## src/rtl/pwm8_pkg.sv

```systemverilog
`timescale 1ns/1ps
package pwm8_pkg;
  // register byte offsets
  localparam int CTRL_OFF  = 'h00;
  localparam int TOP_OFF   = 'h08;
  localparam int MODE_BASE = 'h0C;
  localparam int CMP_BASE  = 'h10;
  localparam int CH_STRIDE = 8;
  localparam int START_OFF = 'h4C;
  localparam int IDLE_OFF  = 'h5C;
  localparam int MASK_OFF  = 'h60;
  localparam int INV_OFF   = 'h70;

  // strobes from control to datapath
  typedef struct packed {
    logic srcTick;   // selected source active this cycle
    logic cntTick;   // counter advances this cycle
  } strobe_t;
endpackage

```

## src/rtl/pwm8_ctrl.sv

```systemverilog
`timescale 1ns/1ps
module pwm8_ctrl
  import pwm8_pkg::*;
#(
  parameter int NCH = 8,
  parameter int CW  = 16,
  parameter int AW  = 8
) (
  input  logic                    clk,
  input  logic                    rstN,
  input  logic                    fixTickEn,
  input  logic                    extTickEn,
  input  logic [AW-1:0]           busAddr,
  input  logic                    busWrEn,
  input  logic [31:0]             busWrData,
  output logic [31:0]             busRdData,
  output logic [CW-1:0]           topReg,
  output logic [CW-1:0]           startReg,
  output logic [NCH-1:0][CW-1:0]  cmpReg,
  output logic [NCH-1:0]          pwmModeOn,
  output logic [NCH-1:0]          invReg,
  output logic [NCH-1:0]          maskReg,
  output logic [NCH-1:0]          idleReg,
  output strobe_t                 strb
);
  localparam int PSW = 8;

  logic [4:0]           ctrlReg;
  logic [NCH-1:0][3:0]  modeReg;     // holds mode bits 5:2
  logic [NCH-1:0]       modeHit, cmpHit;
  logic [PSW-1:0]       psCnt, psLim;
  logic [31:0]          rdNext;
  logic                 mapped;
  logic                 unusedWr;

  assign unusedWr = &{1'b0, busWrData};

  logic hitCtrl, hitTop, hitStart, hitIdle, hitMask, hitInv;
  assign hitCtrl  = busAddr == AW'(CTRL_OFF);
  assign hitTop   = busAddr == AW'(TOP_OFF);
  assign hitStart = busAddr == AW'(START_OFF);
  assign hitIdle  = busAddr == AW'(IDLE_OFF);
  assign hitMask  = busAddr == AW'(MASK_OFF);
  assign hitInv   = busAddr == AW'(INV_OFF);

  // shared registers
  always_ff @(posedge clk or negedge rstN) begin
    if (!rstN) begin
      ctrlReg  <= '0;
      topReg   <= '0;
      startReg <= '0;
      idleReg  <= '0;
      maskReg  <= '1;
      invReg   <= '0;
    end else if (busWrEn) begin
      if (hitCtrl)  ctrlReg  <= busWrData[4:0];
      if (hitTop)   topReg   <= busWrData[CW-1:0];
      if (hitStart) startReg <= busWrData[CW-1:0];
      if (hitIdle)  idleReg  <= busWrData[NCH-1:0];
      if (hitMask)  maskReg  <= busWrData[NCH-1:0];
      if (hitInv)   invReg   <= busWrData[NCH-1:0];
    end
  end

  // per-channel registers
  for (genvar i = 0; i < NCH; i++) begin : g_ch
    assign modeHit[i]   = busAddr == AW'(MODE_BASE + CH_STRIDE * i);
    assign cmpHit[i]    = busAddr == AW'(CMP_BASE + CH_STRIDE * i);
    assign pwmModeOn[i] = modeReg[i][3] & modeReg[i][1];
    always_ff @(posedge clk or negedge rstN) begin
      if (!rstN) begin
        modeReg[i] <= '0;
        cmpReg[i]  <= '0;
      end else if (busWrEn) begin
        if (modeHit[i]) modeReg[i] <= busWrData[5:2];
        if (cmpHit[i])  cmpReg[i]  <= busWrData[CW-1:0];
      end
    end
  end

  // read mux, registered
  always_comb begin
    rdNext = '0;
    if (hitCtrl)  rdNext = {27'b0, ctrlReg};
    if (hitTop)   rdNext = {{(32-CW){1'b0}}, topReg};
    if (hitStart) rdNext = {{(32-CW){1'b0}}, startReg};
    if (hitIdle)  rdNext = {{(32-NCH){1'b0}}, idleReg};
    if (hitMask)  rdNext = {{(32-NCH){1'b0}}, maskReg};
    if (hitInv)   rdNext = {{(32-NCH){1'b0}}, invReg};
    for (int i = 0; i < NCH; i++) begin
      if (modeHit[i]) rdNext = {26'b0, modeReg[i], 2'b0};
      if (cmpHit[i])  rdNext = {{(32-CW){1'b0}}, cmpReg[i]};
    end
  end

  assign mapped = hitCtrl | hitTop | hitStart | hitIdle | hitMask | hitInv
                | (|modeHit) | (|cmpHit);

  always_ff @(posedge clk or negedge rstN) begin
    if (!rstN) busRdData <= '0;
    else       busRdData <= rdNext;
  end

  // tick source and prescaler
  always_comb begin
    unique case (ctrlReg[4:3])
      2'd0: strb.srcTick = 1'b0;
      2'd1: strb.srcTick = 1'b1;
      2'd2: strb.srcTick = fixTickEn;
      default: strb.srcTick = extTickEn;
    endcase
  end

  assign psLim        = (PSW'(1) << ctrlReg[2:0]) - PSW'(1);
  assign strb.cntTick = strb.srcTick && (psCnt >= psLim);

  always_ff @(posedge clk or negedge rstN) begin
    if (!rstN)              psCnt <= '0;
    else if (strb.cntTick)  psCnt <= '0;
    else if (strb.srcTick)  psCnt <= psCnt + PSW'(1);
  end

  p_prescale_restart_r1: assert property (@(posedge clk) disable iff (!rstN)
    strb.cntTick |=> psCnt == '0);
  p_stop_no_tick_r2: assert property (@(posedge clk) disable iff (!rstN)
    (ctrlReg[4:3] == 2'd0) |-> !strb.cntTick);
  p_unmapped_zero_r10: assert property (@(posedge clk) disable iff (!rstN)
    !mapped |=> busRdData == '0);
endmodule

```

## src/rtl/pwm8_dp.sv

```systemverilog
`timescale 1ns/1ps
module pwm8_dp
  import pwm8_pkg::*;
#(
  parameter int NCH = 8,
  parameter int CW  = 16
) (
  input  logic                    clk,
  input  logic                    rstN,
  input  strobe_t                 strb,
  input  logic [CW-1:0]           topReg,
  input  logic [CW-1:0]           startReg,
  input  logic [NCH-1:0][CW-1:0]  cmpReg,
  input  logic [NCH-1:0]          pwmModeOn,
  input  logic [NCH-1:0]          invReg,
  input  logic [NCH-1:0]          maskReg,
  input  logic [NCH-1:0]          idleReg,
  output logic [NCH-1:0]          pwmOut
);
  logic [CW-1:0]           cnt, topAct;
  logic [NCH-1:0][CW-1:0]  cmpAct;
  logic [NCH-1:0]          rawPulse;
  logic                    atTop, wrapNow;

  assign atTop   = cnt >= topAct;
  assign wrapNow = strb.cntTick && atTop;

  // shared counter with buffered top and compares
  always_ff @(posedge clk or negedge rstN) begin
    if (!rstN) begin
      cnt    <= '0;
      topAct <= '0;
      cmpAct <= '0;
    end else if (wrapNow) begin
      cnt    <= startReg;
      topAct <= topReg;
      cmpAct <= cmpReg;
    end else if (strb.cntTick) begin
      cnt <= cnt + CW'(1);
    end
  end

  // edge-aligned compare, invert, then mask
  for (genvar i = 0; i < NCH; i++) begin : g_out
    assign rawPulse[i] = pwmModeOn[i] && (cnt < cmpAct[i]);
    assign pwmOut[i]   = maskReg[i] ? idleReg[i] : (rawPulse[i] ^ invReg[i]);
  end

  p_hold_r2: assert property (@(posedge clk) disable iff (!rstN)
    !strb.cntTick |=> $stable(cnt));
  p_step_r3: assert property (@(posedge clk) disable iff (!rstN)
    (strb.cntTick && cnt < topAct) |=> cnt == CW'($past(cnt) + CW'(1)));
  p_reload_r4: assert property (@(posedge clk) disable iff (!rstN)
    (strb.cntTick && cnt >= topAct) |=> cnt == $past(startReg));
  p_buffered_top_r8: assert property (@(posedge clk) disable iff (!rstN)
    !(strb.cntTick && cnt >= topAct) |=> $stable(topAct));
endmodule

```

## src/rtl/pwm8_timer.sv

```systemverilog
`timescale 1ns/1ps
module pwm8_timer
  import pwm8_pkg::*;
#(
  parameter int NCH = 8,
  parameter int CW  = 16,
  parameter int AW  = 8
) (
  input  logic            clk,
  input  logic            rstN,
  input  logic            fixTickEn,
  input  logic            extTickEn,
  input  logic [AW-1:0]   busAddr,
  input  logic            busWrEn,
  input  logic [31:0]     busWrData,
  output logic [31:0]     busRdData,
  output logic [NCH-1:0]  pwmOut
);
  strobe_t                strb;
  logic [CW-1:0]          topReg, startReg;
  logic [NCH-1:0][CW-1:0] cmpReg;
  logic [NCH-1:0]         pwmModeOn, invReg, maskReg, idleReg;

  pwm8_ctrl #(.NCH(NCH), .CW(CW), .AW(AW)) u_ctrl (
    .clk(clk), .rstN(rstN), .fixTickEn(fixTickEn), .extTickEn(extTickEn),
    .busAddr(busAddr), .busWrEn(busWrEn), .busWrData(busWrData),
    .busRdData(busRdData), .topReg(topReg), .startReg(startReg),
    .cmpReg(cmpReg), .pwmModeOn(pwmModeOn), .invReg(invReg),
    .maskReg(maskReg), .idleReg(idleReg), .strb(strb)
  );

  pwm8_dp #(.NCH(NCH), .CW(CW)) u_dp (
    .clk(clk), .rstN(rstN), .strb(strb), .topReg(topReg),
    .startReg(startReg), .cmpReg(cmpReg), .pwmModeOn(pwmModeOn),
    .invReg(invReg), .maskReg(maskReg), .idleReg(idleReg), .pwmOut(pwmOut)
  );
endmodule

```

## config.mk

```make
export PLATFORM = sky130hd
export DESIGN_NAME = pwm8_timer
export DESIGN_NICKNAME = d
export VERILOG_FILES = /design/src/rtl/pwm8_pkg.sv /design/src/rtl/pwm8_ctrl.sv /design/src/rtl/pwm8_dp.sv /design/src/rtl/pwm8_timer.sv
export SDC_FILE = /design/constraint.sdc
export NUM_CORES = 1
export LEC_CHECK = 0
export BUFFER_PORTS_ARGS = -buffer_cell sky130_fd_sc_hd__buf_4
export CORE_MARGIN = 2
export CORE_UTILIZATION = 40
export DETAILED_ROUTE_END_ITERATION = 6
export PLACE_DENSITY = 0.66
export SYNTH_ARGS = -nofsm -noshare
export SYNTH_HDL_FRONTEND = slang
export SYNTH_SLANG_ARGS = --single-unit
```

## constraint.sdc

```tcl
create_clock -name clk -period 7 [get_ports clk]
set_input_delay 0.7 -clock clk [delete_from_list [all_inputs] [get_ports clk]]
set_output_delay 0.7 -clock clk [all_outputs]
set_load 0.02 [all_outputs]
```

==> results of run 1 <==
## worst max-delay path, stage by stage (launching register included)
cell	delay, ps
dfrtp_1	700
ha_1	360
a2111oi_0	410
a31oi_1	370
o311ai_4	310
buf_4	470
or2_4	890
buf_4	600
mux2_2	400
## synthesized netlist by cell type, types with 17 or more instances
cell type	instances
buf_4	17
nand3_1	46
inv_1	155
buf_2	32
a211oi_1	18
nor2_1	52
a222oi_1	20
a21oi_1	77
o21ai_0	67
nor2b_1	17
nand2_1	89
ha_1	146
dfrtp_1	397
mux2_2	288
mux2_4	60
mux2i_1	39
clkbuf_1	36
## cells by family (layout without fill, tap and decap cells)
| logic type | after synthesis | count (layout) | share of synthesized area, % |
|---|---|---|---|
| adder cells (fa/ha/maj) | 146 | 146 | 8.44 |
| multiplexers | 403 | 403 | 21.8 |
| other | 2 | 17 | 0.0347 |
| buffers and inverters | 261 | 310 | 5.25 |
| flip-flops | 405 | 405 | 46.9 |
| XOR/XNOR | 4 | 4 | 0.162 |
| AND/OR/NAND/NOR | 296 | 296 | 7.03 |
| AO/OA/AOI/OAI | 329 | 329 | 10.4 |
## registers in the layout, summed over array words and instances (netlist names), 16 cells and up
| name | flops |
|---|---|
| u_ctrl.cmpReg | 128 |
| u_dp.cmpAct | 128 |
| u_ctrl.modeReg | 32 |
| u_ctrl.busRdData | 16 |
| u_ctrl.startReg | 16 |
| u_ctrl.topReg | 16 |
| u_dp.cnt | 16 |
| u_dp.topAct | 16 |
## report_power, final
part | switching, W | internal, W
sequential | 0.000289 | 0.00250
clock | 0.000971 | 0.00136
combinational | 0.00108 | 0.000796
## worst max path at each step
stage,slack (ps),endpoint,cells past startpoint,from
2_1_floorplan,3850,pwmOut[0],7,u_dp.cnt[4]
3_3_place_gp,2410,u_dp.cmpAct[40],10,u_dp.cnt[2]
3_5_place_dp,2370,u_dp.cmpAct[12],8,u_dp.cnt[5]
4_1_cts,2360,pwmOut[1],8,u_dp.cnt[14]
5_1_grt,2120,u_dp.cmpAct[12],8,u_dp.cnt[5]
6_report,2260,u_dp.cmpAct[25],8,u_dp.cnt[5]
## per-stage QoR
stage               hold WS, ps  cells
floorplan                   404   1861
global placement            482   2529
detailed placement          487   2529
CTS                         155   2606
global route                188   2606
finish                      126   2606
## area by class of cell
type / instances / area (um2) / share of cell area (%)
clock buffer: 63 / 1260 / 5.24
clock inverter: 14 / 153 / 0.635
inverter: 156 / 586 / 2.43
multi-input combinational: 1195 / 10400 / 43.4
sequential: 405 / 10100 / 42.2
tap: 696 / 871 / 3.62
timing repair buffer: 77 / 598 / 2.49
## metal layers
metal / share of wire (%) / GRT usage (%) / wire [um] / vias up
li1: - / - / - / 6729
met1: 43 / 31.3 / 27900 / 7806
met2: 46 / 37.0 / 29800 / 592
met3: 6.8 / 4.34 / 4420 / 171
met4: 4.6 / 10.1 / 2980 / 2
met5: 0.020 / 0 / 13 / -
==> results.ini, run 1 <==
[critical_path]
timing.rr.start=u_dp.cnt[5]
reg2regPathDepth=8
r2r_slack_ps=2260
required_ps=7460
cp_data_arrival_time_ps=5190
crit_fanout=52
path_class=flip-flop to flip-flop
end_kind=flip-flop
start_kind=flip-flop
reg2reg_to=u_dp.cmpAct[25]

[power]
p_per_area_mw_per_mm2=291
p_total_w=0.00699
ir_drop_v=0.000193
p_leak_nw=11.4

[clock_network]
ctsLongestPathBuffers=3
insertion_delay_ps=580
path_clk_slew_ps=60
cts_resized=0
ctsHoldBuffers=0
cts_root_buf=clkbuf_16
cts_setup_buffers=0
h-tree-depth=2
cts_made_buffers=43
clock_sinks=405
tritoncts=yes

[final_layout]
area_delta_synth_final_pct=11.1
fill_cells=4874
utilization_pct=44.8
antenna_cells=0
final_common_cell=dfrtp_1
nets=2069
drive_above_1_share_pct=27.4
final_area_mm2=0.0241
final_cell_mix=dfrtp_1 (397), mux2_2 (288), inv_1 (155)

[global_routing]
grt_pass1_wl_um=98000
grt_start_max_net_pins=175
grt_overflow=0
grt_pass1_vias=15400
grt_use_total_pct=23.3
antenna_found_initial=2

[job]
maxCapViolations=0

[floorplanning]
chipHeight_um=237
rows=85
start_util_pct=40.3
die_w_um=237
core-area_mm2=0.0537
io_pins=85
dieArea_mm2=0.0560

[status]
violations=DRC
status=complete, but fails checks

[drt]
num_vias=15300
ant_nets=0
routed_wl_um=65200
via_per_inst=5.87
drc=1
post_drt_wl_per_cell_um=25.0
drt_first_pass_iters=7
drt_iter0_drc=1271

[sta]
setup_slack_ps=2260
tns_ps=0
hold_viol=0
slew_headroom_pct=29.8
worst_slew_pin_slew_ps=1040
rsz0062_at_grt=no
fin_skew_ps=17.1
report.final.slew_viol_count=0
fin_crit_ps=4740
setup_viol=0
post-route-period-util_pct=67.7
max_freq_mhz=211

[placement]
portBuffers=52
place_area_mm2=0.0226
dp_slack_ps=2370
hpwlAfterDp_um=44700
gp_congestion=0.934

[synth]
synth_seq_cells=405
async_flop_share_pct=100
ys_types=83
synthTopCellsByArea=dfrtp_1 (46%), mux2_2 (15%), ha_1 (8.4%)
synth_warnings=0
yosysTopAreaCellShare_pct=45.9
synthCells=1846
netlist_area_mm2=0.0216
syn_area_per_cell_um2=11.7
synth_flop_cell=dfrtp_1
ys_seq_area_share_pct=46.9
synth-edff-count=0
synth_top_area_cell=dfrtp_1

[worst_hold_path]
hp-class=input pin to async pin

Power figures use the tool's default switching activity.
==> inputs of run 2 (changes only) <==
--- a/config.mk
+++ b/config.mk
@@ -5,6 +5,7 @@
 export SDC_FILE = /design/constraint.sdc
 export NUM_CORES = 1
 export LEC_CHECK = 0
+export ABC_AREA = 1
 export BUFFER_PORTS_ARGS = -buffer_cell sky130_fd_sc_hd__buf_4
 export CORE_MARGIN = 2
 export CORE_UTILIZATION = 40
==> constraint.sdc (replaced) <==
create_clock -name clk -period 4.75 [get_ports clk]
set_input_delay 0.475 -clock clk [delete_from_list [all_inputs] [get_ports clk]]
set_output_delay 0.475 -clock clk [all_outputs]
set_load 0.02 [all_outputs]
==> run 2 against run 1 <==
  * The flow now finishes without violations
  * Core utilization grew 0.90 points
  * Non-clock buffer count increased by 6
  * Routed wire length is 16% lower
  * Critical path type is now flip-flop to output pin
==> results.ini, run 2 <==
[drt]
post_drt_wl_per_cell_um=17.3  ; -31%
routed_wl_um=54500  ; -16%
drt_first_pass_iters=5  ; -2
drt_iter0_drc=1239  ; -2.5%
drc=0  ; -1
ant_nets=0  ; unchanged
via_per_inst=5.15  ; -12%
num_vias=16200  ; +6.1%

[critical_path]
crit_slowest_cell=a2111oi_0
critical_path_buf_inv_count=2  ; unchanged
timing.rr.start=u_ctrl.ctrlReg[2]
r2r_slack_ps=950  ; -1310 ps
slowest_delay_ps=740  ; -150 ps
end_kind=output pin
reg2reg_to=u_dp.cmpAct[104]
path_cells=buf_4 -> ha_1 -> a21oi_1 -> o31ai_1 -> a2111oi_0 -> nand3_1 -> xor2_1 -> o21ai_0 -> buf_4
cp_common_cell=buf_4
crit_family=compound AO/OA/AOI/OAI gates
path_class=flip-flop to output pin
required_ps=4280  ; -3180 ps
reg2regPathDepth=11  ; +3
crit_fanout=8  ; -85%
start_kind=flip-flop
cp_data_arrival_time_ps=3780  ; -1410 ps

[sta]
post-route-period-util_pct=89.7
fin_skew_ps=17.0  ; -0.123 ps
tns_ps=0  ; unchanged
hold_viol=0  ; unchanged
max_freq_mhz=235
slew_headroom_pct=25.9  ; -3.8 points
report.final.slew_viol_count=0  ; unchanged
setup_viol=0  ; unchanged
fin_crit_ps=4260
worst_slew_pin_slew_ps=1110  ; +64.6 ps
rsz0062_at_grt=no

[clock_network]
ctsLongestPathBuffers=3  ; unchanged
clock_sinks=405  ; unchanged
path_clk_slew_ps=60  ; about the same
cts_root_buf=clkbuf_16
insertion_delay_ps=570  ; about the same
cts_setup_buffers=0  ; unchanged
cts_resized=0  ; unchanged
h-tree-depth=2  ; unchanged
tritoncts=yes
cts_made_buffers=44  ; +2.3%

[synth]
synth_commonest_cells=nand2_1 (662), o21ai_0 (401), dfrtp_1 (397), inv_1 (278), ha_1 (146)
async_flop_share_pct=100  ; unchanged
synth_top_area_cell=dfrtp_1
yosysTopAreaCellShare_pct=48.5  ; +2.6 points
ys_seq_area_share_pct=49.5  ; +2.6 points
synth_seq_cells=405  ; unchanged
synth-edff-count=0  ; unchanged
synth_warnings=0  ; unchanged
synthTopCellsByArea=dfrtp_1 (48%), nand2_1 (12%), o21ai_0 (9.8%)
netlist_area_mm2=0.0205  ; -5.3%
syn_area_per_cell_um2=8.49  ; -28%
synthCells=2413  ; +31%
ys_types=53  ; -36%
synth_flop_cell=dfrtp_1
synth.most_common_cell=nand2_1

[floorplanning]
start_util_pct=40.7  ; +0.37 points
core-area_mm2=0.0504  ; -6.2%
rows=82  ; -3.5%
chipHeight_um=230  ; -2.7%
dieArea_mm2=0.0531  ; -5.3%
die_w_um=230  ; -2.7%
io_pins=85  ; unchanged

[worst_hold_path]
hold_start=busWrData[10]
hp-class=input pin to flip-flop
hold-path-cell-count=3
min_to=u_ctrl.cmpReg[26]

[global_routing]
grt_overflow=0  ; unchanged
grt_pass1_wl_um=87200  ; -11%
antenna_found_initial=2  ; unchanged
grt_pass1_vias=15900  ; +3.2%
grt_use_total_pct=20.8  ; -2.5 points
grt_start_max_net_pins=106  ; -39%

[placement]
portBuffers=52  ; unchanged
hpwlAfterDp_um=39000  ; -13%
dpl.cell_count=3073  ; +22%
gp_congestion=0.922  ; -1.3%

[job]
maxCapViolations=0  ; unchanged

[final_layout]
reg_top3=u_ctrl.cmpReg: 128 flops, u_dp.cmpAct: 128 flops, u_ctrl.modeReg: 32 flops
final_common_cell=nand2_1
final_cells=3151  ; +21%
area_delta_synth_final_pct=12.3
drive_above_1_share_pct=7.70  ; -20 points
antenna_cells=0  ; unchanged
final_cell_mix=nand2_1 (662), o21ai_0 (401), dfrtp_1 (397)
fill_cells=4845  ; -0.59%
nets=2639  ; +28%

[power]
p_leak_nw=10.7  ; -6.8%
ir_drop_v=0.000273  ; +42%
p_per_area_mw_per_mm2=476  ; +64%

[status]
status=finished clean

## run 2: worst register-to-register path, stage by stage (launching register included)
cell	delay, ps
dfrtp_1	470
nor2_1	190
nand2_1	80
ha_1	270
nand2_1	60
o41ai_2	360
nand2_2	340
clkinv_4	290
nand2_4	380
inv_4	650
buf_12	420
o21ai_0	170
## run 2: cells by family after synthesis
group                    after synthesis  synth area share, %
XOR/XNOR                              21                0.898
flip-flops                           405                 49.5
other                                  2               0.0366
adder cells (fa/ha/maj)              146                 8.91
AND/OR/NAND/NOR                      843                 16.8
AO/OA/AOI/OAI                        601                 16.0
buffers and inverters                395                 7.85
## run 2: timing repair
item,in CTS,in global routing
hold buffers,1,0
hold endpoints to repair,84,0
endpoints found under the setup margin,0,0
## run 2: report_power, final
part           internal [W]  switching, W
combinational       0.00120       0.00189
clock               0.00206       0.00138
sequential          0.00404      0.000373
## run 2: through the flow
step | instance area, um2 | setup WS, ps | hold WS (ps) | power [W] | utilization (%)
CTS | 23000 | 541 | 366 | 0.0110 | 45.7
finish | 23000 | 491 | 383 | 0.0110 | 45.7
global placement | 21500 | 988 | 463 | 0.00741 | 42.8
global route | 23000 | 418 | 391 | 0.0118 | 45.7
floorplan | 20500 | 2150 | 179 | 0.00650 | -
detailed placement | 21500 | 933 | 464 | 0.00755 | 42.8
## run 2: layout make-up
cell class,instances,area [um2],area share (%)
clock buffer,65,1310,5.70
clock inverter,12,139,0.604
inverter,286,1080,4.70
multi-input combinational,1628,8800,38.2
sequential,405,10100,44.1
tap,672,841,3.65
timing repair buffer,83,696,3.02
## run 2: worst max-delay path by stage
stage,start,endpoint,slack (ps),cells past startpoint
global placement,u_ctrl.ctrlReg[2],u_dp.cmpAct[76],990,11
global route,u_dp.cnt[11],pwmOut[3],420,9
floorplan,u_dp.cnt[11],pwmOut[7],2150,7
finish,u_dp.cnt[11],pwmOut[3],490,9
CTS,u_dp.cnt[11],pwmOut[3],540,9
detailed placement,u_ctrl.ctrlReg[2],u_dp.cmpAct[77],930,12
## run 2: layer usage
layer | vias up | part of all wire (%) | track usage (%)
li1 | 7974 | - | -
met1 | 7784 | 45 | 28.3
met2 | 385 | 46 | 33.6
met3 | 92 | 5.4 | 3.33
met4 | 2 | 3.3 | 7.90
met5 | - | 0.024 | 0
